===== src/rtl/dpf_pkg.sv =====
package dpf_pkg;

  typedef struct packed {
    logic       k;
    logic [7:0] d;
  } sym_t;

  localparam logic [7:0] K_BS = 8'hBC;
  localparam logic [7:0] K_BE = 8'hFB;
  localparam logic [7:0] K_SR = 8'h1C;
  localparam logic [7:0] K_FS = 8'hFE;
  localparam logic [7:0] K_FE = 8'hF7;
  localparam logic [7:0] K_SS = 8'h5C;
  localparam logic [7:0] K_SE = 8'hFD;

  localparam int TU_SYMS   = 54;
  localparam int TU_DATA   = 24;
  localparam int TU_PIX    = 8;
  localparam int VB_REP    = 4;
  localparam int MSA_BYTES = 24;
  localparam int MSA_SYMS  = MSA_BYTES + 3;

  function automatic sym_t kcode(input logic [7:0] code);
    sym_t s;
    s.k = 1'b1;
    s.d = code;
    return s;
  endfunction

  // colour component c of pixel (x, y): 0 -> x, 1 -> y, 2 -> x^y
  function automatic logic [7:0] pix_byte(input int x, input int y, input int c);
    logic [7:0] xb;
    logic [7:0] yb;
    xb = 8'(x);
    yb = 8'(y);
    case (c)
      0:       return xb;
      1:       return yb;
      default: return xb ^ yb;
    endcase
  endfunction

endpackage


===== src/rtl/dpf_timebase.sv =====
module dpf_timebase #(
  parameter int LINE_SYM = 7128,
  parameter int V_TOT    = 628,
  parameter int IDLE_CYC = 65536,
  localparam int PW = $clog2(LINE_SYM),
  localparam int LW = $clog2(V_TOT),
  localparam int IW = $clog2(IDLE_CYC + 1)
) (
  input  logic          clk,
  input  logic          rst_n,
  input  logic          link_up,
  output logic [PW-1:0] pos,
  output logic [LW-1:0] line,
  output logic          video
);

  logic [IW-1:0] idle_cnt;
  logic          line_end;

  assign line_end = (pos == PW'(LINE_SYM - 2));

  always_ff @(posedge clk or negedge rst_n) begin
    if (!rst_n) begin
      pos      <= '0;
      line     <= '0;
      video    <= 1'b0;
      idle_cnt <= '0;
    end else if (!link_up) begin
      pos      <= '0;
      line     <= '0;
      video    <= 1'b0;
      idle_cnt <= '0;
    end else begin
      if (idle_cnt != IW'(IDLE_CYC)) idle_cnt <= idle_cnt + 1'b1;
      if (line_end) begin
        pos <= '0;
        if (video) begin
          line <= (line == LW'(V_TOT - 1)) ? '0 : line + 1'b1;
        end else if (idle_cnt == IW'(IDLE_CYC)) begin
          video <= 1'b1;
          line  <= '0;
        end
      end else begin
        pos <= pos + PW'(2);
      end
    end
  end

endmodule


===== src/rtl/dpf_sr_track.sv =====
module dpf_sr_track #(
  parameter int SR_EVERY = 512,
  localparam int SW = (SR_EVERY > 1) ? $clog2(SR_EVERY) : 1
) (
  input  logic clk,
  input  logic rst_n,
  input  logic link_up,
  input  logic bs_any,
  output logic sr_now
);

  logic [SW-1:0] cnt;

  assign sr_now = (cnt == SW'(SR_EVERY - 1));

  always_ff @(posedge clk or negedge rst_n) begin
    if (!rst_n)          cnt <= '0;
    else if (!link_up)   cnt <= '0;
    else if (bs_any)     cnt <= sr_now ? '0 : cnt + 1'b1;
  end

endmodule


===== src/rtl/dpf_slot_gen.sv =====
module dpf_slot_gen
  import dpf_pkg::*;
#(
  parameter int          SLOT     = 0,
  parameter int          H_ACT    = 800,
  parameter int          V_ACT    = 600,
  parameter int          H_TOT    = 1056,
  parameter int          H_SW     = 128,
  parameter int          H_BP     = 88,
  parameter bit          H_POL    = 1'b0,
  parameter int          V_TOT    = 628,
  parameter int          V_SW     = 4,
  parameter int          V_BP     = 23,
  parameter bit          V_POL    = 1'b0,
  parameter int          LINE_SYM = 7128,
  parameter logic [23:0] MVID     = 24'h012F68,
  parameter logic [23:0] NVID     = 24'h080000,
  parameter logic [7:0]  MISC0    = 8'h21,
  parameter logic [7:0]  MISC1    = 8'h00,
  localparam int PW = $clog2(LINE_SYM),
  localparam int LW = $clog2(V_TOT)
) (
  input  logic [PW-1:0] pos,
  input  logic [LW-1:0] line,
  input  logic          video,
  input  logic          sr_now,
  output sym_t          sym,
  output logic          bs_ev,
  output logic          be_ev,
  output logic          sr_ev
);

  localparam int TUS     = H_ACT / TU_PIX;
  localparam int BS_POS  = 1 + TUS * TU_SYMS;
  localparam int GRP_END = BS_POS + 1 + 3 * VB_REP;
  localparam int MSA_END = GRP_END + MSA_SYMS;

  localparam logic [15:0] HT16 = 16'(H_TOT);
  localparam logic [15:0] VT16 = 16'(V_TOT);
  localparam logic [15:0] HA16 = 16'(H_ACT);
  localparam logic [15:0] VA16 = 16'(V_ACT);
  localparam logic [15:0] HS16 = 16'(H_SW + H_BP);
  localparam logic [15:0] VS16 = 16'(V_SW + V_BP);
  localparam logic [15:0] HW16 = {H_POL, 15'(H_SW)};
  localparam logic [15:0] VW16 = {V_POL, 15'(V_SW)};

  function automatic logic [7:0] msa_byte(input int i);
    case (i)
      0:  return MVID[23:16];
      1:  return MVID[15:8];
      2:  return MVID[7:0];
      3:  return HT16[15:8];
      4:  return HT16[7:0];
      5:  return VT16[15:8];
      6:  return VT16[7:0];
      7:  return HW16[15:8];
      8:  return HW16[7:0];
      9:  return HS16[15:8];
      10: return HS16[7:0];
      11: return VS16[15:8];
      12: return VS16[7:0];
      13: return VW16[15:8];
      14: return VW16[7:0];
      15: return HA16[15:8];
      16: return HA16[7:0];
      17: return VA16[15:8];
      18: return VA16[7:0];
      19: return NVID[23:16];
      20: return NVID[15:8];
      21: return NVID[7:0];
      22: return MISC0;
      default: return MISC1;
    endcase
  endfunction

  always_comb begin
    int  p;
    int  lin;
    int  off;
    int  unit;
    int  grp;
    int  m;
    logic act;
    logic vb;
    p     = int'(pos) + SLOT;
    lin   = int'(line);
    act   = video && (lin < V_ACT);
    vb    = !video || (lin >= V_ACT - 1);
    sym   = '0;
    bs_ev = 1'b0;
    be_ev = 1'b0;
    sr_ev = 1'b0;
    off   = 0;
    unit  = 0;
    grp   = 0;
    m     = 0;
    if (act && p == 0) begin
      sym   = kcode(K_BE);
      be_ev = 1'b1;
    end else if (act && p < BS_POS) begin
      unit = (p - 1) / TU_SYMS;
      off  = (p - 1) % TU_SYMS;
      if (off < TU_DATA)             sym.d = pix_byte(unit * TU_PIX + off / 3, lin, off % 3);
      else if (off == TU_DATA)       sym   = kcode(K_FS);
      else if (off == TU_SYMS - 1)   sym   = kcode(K_FE);
    end else if (p == BS_POS) begin
      sym   = kcode(sr_now ? K_SR : K_BS);
      bs_ev = 1'b1;
      sr_ev = sr_now;
    end else if (p > BS_POS && p < GRP_END) begin
      grp = (p - BS_POS - 1) / VB_REP;
      case (grp)
        0:       sym.d = {4'b0000, !video, 2'b00, vb};
        1:       sym.d = video ? MVID[7:0] : 8'h00;
        default: sym.d = 8'h00;
      endcase
    end else if (video && lin == V_ACT && p >= GRP_END && p < MSA_END) begin
      m = p - GRP_END;
      if (m < 2)                   sym   = kcode(K_SS);
      else if (m == MSA_SYMS - 1)  sym   = kcode(K_SE);
      else                         sym.d = msa_byte(m - 2);
    end
  end

endmodule


===== src/rtl/dpf_stream_framer.sv =====
module dpf_stream_framer
  import dpf_pkg::*;
#(
  parameter int          H_ACT    = 800,
  parameter int          V_ACT    = 600,
  parameter int          H_TOT    = 1056,
  parameter int          H_SW     = 128,
  parameter int          H_BP     = 88,
  parameter bit          H_POL    = 1'b0,
  parameter int          V_TOT    = 628,
  parameter int          V_SW     = 4,
  parameter int          V_BP     = 23,
  parameter bit          V_POL    = 1'b0,
  parameter int          LINE_SYM = 7128,
  parameter int          IDLE_CYC = 65536,
  parameter int          SR_EVERY = 512,
  parameter logic [23:0] MVID     = 24'h012F68,
  parameter logic [23:0] NVID     = 24'h080000,
  parameter logic [7:0]  MISC0    = 8'h21,
  parameter logic [7:0]  MISC1    = 8'h00
) (
  input  logic       clk,
  input  logic       rst_n,
  input  logic       link_up,
  output logic [7:0] sym_lo,
  output logic       k_lo,
  output logic [7:0] sym_hi,
  output logic       k_hi
);

  localparam int PW = $clog2(LINE_SYM);
  localparam int LW = $clog2(V_TOT);

  logic [PW-1:0] pos;
  logic [LW-1:0] line_idx;
  logic          video_on;
  logic          sr_now;
  sym_t          slot_sym [2];
  logic [1:0]    bs_slot;
  logic [1:0]    be_slot;
  logic [1:0]    sr_slot;
  logic          bs_ev;
  logic          be_ev;
  logic          sr_ev;

  assign bs_ev = |bs_slot;
  assign be_ev = |be_slot;
  assign sr_ev = |sr_slot;

  dpf_timebase #(
    .LINE_SYM(LINE_SYM), .V_TOT(V_TOT), .IDLE_CYC(IDLE_CYC)
  ) u_tb (
    .clk(clk), .rst_n(rst_n), .link_up(link_up),
    .pos(pos), .line(line_idx), .video(video_on)
  );

  dpf_sr_track #(.SR_EVERY(SR_EVERY)) u_sr (
    .clk(clk), .rst_n(rst_n), .link_up(link_up),
    .bs_any(bs_ev), .sr_now(sr_now)
  );

  for (genvar g = 0; g < 2; g++) begin : g_slot
    dpf_slot_gen #(
      .SLOT(g), .H_ACT(H_ACT), .V_ACT(V_ACT), .H_TOT(H_TOT), .H_SW(H_SW),
      .H_BP(H_BP), .H_POL(H_POL), .V_TOT(V_TOT), .V_SW(V_SW), .V_BP(V_BP),
      .V_POL(V_POL), .LINE_SYM(LINE_SYM), .MVID(MVID), .NVID(NVID),
      .MISC0(MISC0), .MISC1(MISC1)
    ) u_gen (
      .pos(pos), .line(line_idx), .video(video_on), .sr_now(sr_now),
      .sym(slot_sym[g]), .bs_ev(bs_slot[g]), .be_ev(be_slot[g]),
      .sr_ev(sr_slot[g])
    );
  end

  always_ff @(posedge clk or negedge rst_n) begin
    if (!rst_n) begin
      sym_lo <= 8'h00;
      k_lo   <= 1'b0;
      sym_hi <= 8'h00;
      k_hi   <= 1'b0;
    end else begin
      sym_lo <= slot_sym[0].d;
      k_lo   <= slot_sym[0].k;
      sym_hi <= slot_sym[1].d;
      k_hi   <= slot_sym[1].k;
    end
  end

endmodule


===== config.mk =====
export PLATFORM = sky130hd
export DESIGN_NAME = dpf_stream_framer
export DESIGN_NICKNAME = d
export VERILOG_FILES = /design/src/rtl/dpf_pkg.sv /design/src/rtl/dpf_timebase.sv /design/src/rtl/dpf_sr_track.sv /design/src/rtl/dpf_slot_gen.sv /design/src/rtl/dpf_stream_framer.sv
export SDC_FILE = /design/constraint.sdc
export NUM_CORES = 1
export LEC_CHECK = 0
export ABC_AREA = 1
export CELL_PAD_IN_SITES_DETAIL_PLACEMENT = 1
export CELL_PAD_IN_SITES_GLOBAL_PLACEMENT = 1
export CORE_MARGIN = 10
export CORE_UTILIZATION = 29
export CTS_CLUSTER_SIZE = 10
export DETAILED_ROUTE_END_ITERATION = 6
export PLACE_DENSITY_LB_ADDON = 0.25
export SYNTH_ARGS = -nofsm -noshare
export SYNTH_HDL_FRONTEND = slang
export SYNTH_SLANG_ARGS = --single-unit

===== constraint.sdc =====
create_clock -name clk -period 12.55 [get_ports clk]
set_input_delay 2.51 -clock clk [delete_from_list [all_inputs] [get_ports clk]]
set_output_delay 2.51 -clock clk [all_outputs]
set_load 0.01 [all_outputs]

======== After elaboration in Yosys (flattened, before gate mapping) ========
Memory sizes are Yosys's and may differ from the RTL's.
Index checks and enable logic that the tools add are counted.
word-level totals
  register bits ........................... 68
  memory bits (read-only) ................. 512
  bits of input ports ..................... 3
  output and inout bits ................... 18
  word-level logic and storage cells ...... 162
  memories ................................ 2
cells by class
  add/subtract/negate cells ............... 19
  divide/modulo/power cells ............... 8
  magnitude comparators ................... 16
  equal/unequal tests ..................... 22
  mux-type cells .......................... 56
  bitwise gates (word level) .............. 4
  reductions and logical operators ........ 26
memory list
  memory            words  width  read ports  clocked after Yosys merged registers in  write ports  line                source
  (name not given)  32     8      1           0                                        0            dpf_slot_gen.sv:48  case (i)
  (name not given)  32     8      1           0                                        0            dpf_slot_gen.sv:48
operators by type and width
  operator                                                             number
  zero test 32 bit                                                     6
  2-to-1 mux 9 bit                                                     17
  == test 32 x 1 -> 1 bit, second input constant                       4
  == test 32 x 6 -> 1 bit, second input constant                       4
  less-than comparator 32 x 14 -> 1 bit, second input constant         3
  subtractor 32 x 2 -> 32 bit, second input constant                   3
  2-to-1 mux 8 bit                                                     9
  adder 32 x 1 -> 32 bit                                               2
  divider 32 x 3 -> 32 bit, second input constant                      2
  divider 32 x 7 -> 32 bit, second input constant                      2
  == test 32 x 7 -> 1 bit, second input constant                       2
  less-than comparator 32 x 3 -> 1 bit, second input constant          2
  less-than comparator 32 x 6 -> 1 bit, second input constant          2
  remainder unit 32 x 3 -> 32 bit, second input constant               2
  remainder unit 32 x 7 -> 32 bit, second input constant               2
  case mux 8 bit (2 select lines)                                      4
  subtractor 32 x 14 -> 32 bit, second input constant                  2
  subtractor 32 x 3 -> 32 bit, second input constant                   2
  zero test 27 bit                                                     2
  2-to-1 mux 10 bit                                                    5
  less-than comparator 13 bit, second input constant                   3
  2-to-1 mux 17 bit                                                    2
  == test 32 x 14 -> 1 bit, second input constant                      1
  greater-or-equal comparator 32 x 14 -> 1 bit, second input constant  1
  30 further kinds                                                     67

======== Logic depth before layout (Yosys ltp) ========
Gate-level depths: netlist of run 1.
  depth in word-level cells ............... 12
  gate-level depth with buffers ........... 109
  mapped depth without buffers ............ 107

======== Cells and area by module ========
A second synthesis of run 1 with hierarchy kept.
unflattened totals
  cell total of the unflattened synthesis .. 2612
  area, all modules ....................... 15376.0 um^2
by module, submodules not included
  module                          instances  cells an instance  area an instance (um^2)  sequential area each (um^2)
  dpf_slot_gen (g_slot[1].u_gen)  1          1165               6198.4                   0.0
  dpf_slot_gen (g_slot[0].u_gen)  1          1042               5825.6                   0.0
  dpf_timebase                    1          315                2374.8                   1001.0
  dpf_sr_track                    1          69                 515.5                    225.2
  dpf_stream_framer               1          21                 461.7                    450.4

======== Worst setup path before layout of run 1 ========
OpenSTA, ideal clock, no wires.
  kind .................................... flip-flop to flip-flop
  from .................................... register u_tb.pos[2]
  to ...................................... register sym_hi[7]
  setup time .............................. 0.065 ns
  arrival time ............................ 10.930 ns
  required time ........................... 12.485 ns
  setup slack ............................. 1.555 ns
  cell stages (with the launch flop) ...... 101
  period minus slack after synthesis ...... 10.995 ns
  path through ............................ dfrtp_1 > inv_1 > ha_1 > inv_1 > nor2_1 > nand2_4 > nor2_8 > nand2_2 > inv_1 > ha_1 > inv_1 > nand3_2 > nand3_1 > nand2_2 > nand2_4 > nand3_4 > nand2_4 > nand2_2 > [65 not listed] > nand2_4 > nor2_2 > buf_4 > ha_1 > nand4_1 > nand3_1 > o21ai_0 > fa_1 > or2_2 > nand2_1 > a21oi_1 > xnor2_1 > xnor2_1 > xor2_1 > nand2_1 > o211ai_2 > nand2_1 > nand2_1
RTL lines
  item                    line                     source
  start, declared         dpf_timebase.sv:12       output logic [PW-1:0] pos,
  start signal, assigned  dpf_timebase.sv:44       pos <= pos + PW'(2);
  end signal, assigned    dpf_stream_framer.sv:84  sym_hi <= slot_sym[1].d;
  end, declared           dpf_stream_framer.sv:27  output logic [7:0] sym_hi,

==> results.yml, run 1 <==
status:
  status: "completed"
critical_path:
  crit_fanout: 7
  worst_path_largest_cell_delay_ns: 0.42
  cp_common_cell: "nand2_4"
  start_kind: "flip-flop"
  regToRegStartpoint: "u_tb.pos[2]"
  path_class: "reg -> reg"
  critPathLaunch: "u_tb.pos[2]"
  cp.arrival_ns: 11.69
  cp.required_ns: 12.83
  end_kind: "flip-flop"
  crit_slowest_cell: "fa_1"
  reg2reg_slack_ns: 1.14
placed_design:
  hpwlAfterDp_mm: 31.7
  dp_cells: 2439
  pre_cts_ws_ns: 0.291
  portBuffers: 20
  routabilityCongestion: 0.852
route:
  wl_mm: 38.4
  first_pass_iters: 5
  drt_iter0_drc: 464
  vias: 12300
  vias_per_cell: 4.97
  route.detailed.wl_per_inst_um: 15.5
  drtAntennaViolNets: 0
  drc: 0
global_route:
  grt_max_degree: 68
  grt_pass1_vias: 12600
  grt_use_total: 0.151
  grt_overflow: 0
  grt_pass1_wl_mm: 63.7
  antenna_found_initial: 0
floorplan:
  fp.dieH_um: 223
  dieArea_sq_mm: 0.0497
  io_pins: 21
  rows: 74
  core_area_sq_mm: 0.0408
  start_util: 0.293
  die_x_um: 223
cells_and_area:
  drive_gt1_frac: 0.197
  fillers: 5293
  fin_cells: 2478
  area_growth_pct: 11.5
  nets: 2008
  seqCellArea_sq_mm: 0.00168
  multi_input_area_sq_mm: 0.00902
  diodes: 0
synth:
  syn_inst: 1895
  synth.distinct_cells: 77
  netlist_area_sq_mm: 0.0120
  synthArstFlopShare: 1.00
  synth_edf_count: 0
  synthFlopType: "dfrtp_1"
  yosysWarnings: 0
  ys_seq_area_frac: 0.140
  ys_ff_latch: 67
  syn_area_per_cell_sq_um: 6.31
clock_tree:
  cts_tree: "built"
  htreeDepth: 3
  cts-root-buf: "clkbuf_16"
  insertion_delay_ns: 0.35
  clk_pin_slew_ns: 0.06
  cts.sinks: 67
  numCtsBuffers: 9
  max-clock-path-buffers: 2
sta:
  finalClockSkew_ns: 0.0104
  finalHoldViolCount: 0
  whs_ns: 0.482
  setup_viol: 0
  finalCriticalPeriod_ns: 11.41
  worstMarginPinSlew_ns: 0.959
  fmax_mhz: 87.6
  slew-limit-headroom: 0.361
  report.final.slew_viol_count: 0
  fin_crit_sh: 0.909
  fin_ws_ns: 1.14
job:
  max_cap_viol_count: 0
worst_hold_path:
  hp-class: "reg -> reg"
  hp-start: "u_sr.cnt[8]"
[metal layers]
layer	routed length, um	GRT usage
met1	18300	0.192
met3	708	0.0136
met4	403	0.0231
met5	0	0
met2	19000	0.274
[worst max-delay path: cells and delay by family, from the launching register on]
kind,cells,cell delay (ns)
and+or+nand+nor,75,7.29
adders and majority gates,7,1.54
DFF,1,0.39
AOI/OAI and AO/OA,4,0.42
xor gates and xnor gates,4,0.75
buffers and inverters,11,0.93
[layout by cell type, fill, tap and decap left out, types with 39 or more instances in the layout]
master and n:
ha_1 57, nor3_1 39, inv_1 248, inv_2 40, xor2_1 67, o21ai_0 65, nand2_4 58, nand2_1 427
dfrtp_1 64, nand2_2 99, nor2_1 158, nand3_1 165, a21oi_1 68
[state kept, by name (all words and copies together), names as in the netlist]
| register | cells |
|---|---|
| u_tb.idle_cnt | 17 |
| sym_lo | 8 |
| sym_hi | 8 |
| u_tb.video | 1 |
| u_tb.pos | 12 |
| k_hi | 1 |
| k_lo | 1 |
| u_tb.line | 10 |
| u_sr.cnt | 9 |
[cells by family after synthesis]
logic type | Yosys count | share of synthesized area
simple gates | 1096 | 0.476
buf+inv | 335 | 0.119
compound gates | 243 | 0.128
xor+xnor | 88 | 0.0686
flops | 67 | 0.140
fa+ha+maj | 64 | 0.0683
other cells | 2 | 0.000628
[final timing paths]
kind,depth (start not counted),to
setup / recovery,101,sym_hi[7]
hold / removal,2,u_sr.cnt[8]
setup reg to reg,101,sym_hi[7]
hold reg to reg,2,u_sr.cnt[8]
max in group asynchronous,1,u_tb.pos[6]
min in group asynchronous,1,u_sr.cnt[7]
[through the flow]
step,setup TNS (ns),area (sq um),utilization
CTS,0,13000,0.319
global placement,0,12700,0.311
floorplan,0,12000,-
detailed placement,0,12700,0.311
finish,0,13300,0.326
global route,-0.0338,13300,0.326
[synthesized netlist by cell type, types with 11 or more instances]
master	count	area (sq um)
o21ai_1	22	110
nand4_1	38	238
a21oi_1	68	340
ha_1	62	776
xnor2_1	15	131
nor2_4	11	124
nor3_1	39	195
nor4_1	16	100
xor2_1	68	596
nand3_2	29	290
inv_1	253	950
nand2_4	57	642
o21ai_0	67	335
inv_2	37	139
dfrtp_1	67	1680
nand2_2	100	626
nand2_1	428	1610
a31oi_1	11	68.8
nor2_2	20	125
nand3_1	166	831
nor2_1	161	604
[final cells by class]
class,count,area share
multi-input cells,1501,0.677
clock buffers,10,0.0172
inverters,305,0.0889
repair buffers,57,0.0362
flip-flops and latches,67,0.126
well taps,532,0.0500
clock inverters,6,0.00498
[what timing repair did]
item,CTS,global route
hold buffers,0,0
setup endpoints to repair,0,12
buffers inserted,0,22
resized for setup,0,42
Power of run 1 is not shown: default switching activity piles up to over one toggle a cycle in this logic, so the estimate is an artifact.
==> inputs of run 2 (changes only) <==
- CORE_MARGIN: 10 -> 4
- HOLD_SLACK_MARGIN: default -> 0.15
- clock period: 12.55 -> 9.65 ns (I/O delays scaled with it)
==> run 2 against run 1 <==
  * The run now ends with negative setup slack left
  * Critical path depth down 6
  * Via count rose by 14%
  * Register-to-register slack worse by 2.2 ns
  * Routed wire length grew 23%
  * Final cell count is 15% higher
  * First-iteration DRC count is 6.5% higher
  * Maximum frequency increased by 6.6%
  * Non-clock buffer count is 369 higher
  * Largest cell class unchanged
==> results.yml, run 2 (synthesis results as in run 1) <==
status:
  status: "finished, violations left"
  violations: "negative setup slack"
sta:
  fin_ws_ns: -1.05
  setup_viol: 12
  worstMarginPinSlew_ns: 0.990
  finalClockSkew_ns: 0.0125
  fin_crit_sh: 1.11
  finalHoldViolCount: 0
  slew-limit-headroom: 0.340
  grt_setup_unrepaired: "true"
  report.final.slew_viol_count: 0
  finalCriticalPeriod_ns: 10.70
  fmax_mhz: 93.4
clock_tree:
  cts_hold_buffers: 0
  insertion_delay_ns: 0.35
  max-clock-path-buffers: 2
  cts_tree: "built"
  clk_pin_slew_ns: 0.07
  cts-root-buf: "clkbuf_16"
  htreeDepth: 3
  cts.sinks: 67
  numCtsBuffers: 9
cells_and_area:
  finalInstanceArea_sq_mm: 0.0178
  diodes: 0
  nets: 2377
  layout_common_cells: "buf_4 (392), nand2_1 (345), inv_1 (228)"
  largestRegisters: "u_tb.idle_cnt: 17 flops, u_tb.pos: 12 flops, u_tb.line: 10 flops"
  fillers: 5157
  mostFrequentLayoutCell: "buf_4"
  area_growth_pct: 49.0
  largest_reg_flops: 17
  regMostFlops: "u_tb.idle_cnt"
  drive_gt1_frac: 0.416
placed_design:
  pre_cts_ws_ns: -0.937
  post_dp_cell_area_sq_mm: 0.0150
  routabilityCongestion: 0.866
  hpwlAfterDp_mm: 34.3
  portBuffers: 20
global_route:
  grt_max_degree: 68
  grt_overflow: 0
  grt_use_total: 0.201
  grt_pass1_vias: 15100
  antenna_found_initial: 0
  grt_pass1_wl_mm: 75.3
route:
  met3_length_um: 769
  maxUsedRoutingLayer: "met4"
  vias: 14000
  drc: 0
  route.detailed.wl_per_inst_um: 16.6
  first_pass_iters: 5
  drtAntennaViolNets: 0
  met1_length_mm: 20.9
  drt_iter0_drc: 494
  vias_per_cell: 4.93
  wl_mm: 47.3
  wl_met2_mm: 24.4
critical_path:
  end_kind: "flip-flop"
  crit_fanout: 6
  path_delay_family: "simple AND/OR/NAND/NOR gates"
  crit_slowest_cell: "dfrtp_2"
  cp.arrival_ns: 10.99
  cp.required_ns: 9.94
  path_class: "reg -> reg"
  path_buf_inv: 18
  start_kind: "flip-flop"
  cp_common_cell: "nand2_4"
  worst_path_largest_cell_delay_ns: 0.42
job:
  max_cap_viol_count: 0
floorplan:
  io_pins: 21
  die_x_um: 211
  fp.dieH_um: 211
  dieArea_sq_mm: 0.0445
  core_area_sq_mm: 0.0408
  start_util: 0.293
  rows: 74
worst_hold_path:
  hp-class: "reg -> reg"
[run 2: per-layer routing]
metal	GRT usage	vias up
li1	-	6959
met1	0.252	6813
met2	0.373	172
met3	0.0163	80
met4	0.0507	0
met5	0	-
[run 2: timing repair]
item	4_1_cts	5_1_grt
setup endpoints to repair	16	16
pin swaps	139	113
cloned	1	1
resized for setup	206	131
setup buffers	99	40
[run 2: area by class of cell]
class / count / area [sq um] / area share
inverter: 305 / 1220 / 0.0687
multi-input combinational: 1501 / 10600 / 0.593
sequential: 67 / 1680 / 0.0943
timing repair buffer: 426 / 3330 / 0.187
tap: 532 / 666 / 0.0374
clock buffer: 11 / 243 / 0.0136
clock inverter: 5 / 100 / 0.00562
[run 2: metrics by stage]
step / std cells / utilization / hold slack (ns) / setup TNS, ns
after global placement: 2696 / 0.367 / 0.460 / -1.84
after CTS: 2811 / 0.415 / 0.485 / -3.86
final: 2847 / 0.436 / 0.488 / -6.64
after detailed placement: 2696 / 0.367 / 0.469 / -7.63
after floorplan: 1902 / - / 0.448 / -0.387
after global routing: 2847 / 0.436 / 0.532 / -16.08
[run 2: path summary, 6_finish.rpt]
kind	startpoint	endpoint	slack [ns]	cells past startpoint
setup / recovery	u_tb.pos[2]	sym_hi[7]	-1.05	95
hold / removal	u_sr.cnt[8]	u_sr.cnt[8]	0.49	2
setup reg to reg	u_tb.pos[2]	sym_hi[7]	-1.05	95
hold reg to reg	u_sr.cnt[8]	u_sr.cnt[8]	0.49	2
max in group asynchronous	rst_n	u_tb.pos[2]	7.21	1
min in group asynchronous	rst_n	u_sr.cnt[7]	1.70	1
[run 2: worst min-delay path, cell delays in order, from the launching register on]
cell and delay (ns):
dfrtp_1 0.35, nand2_1 0.06, nand2_1 0.05
Power of run 2 is left out for the same reason.
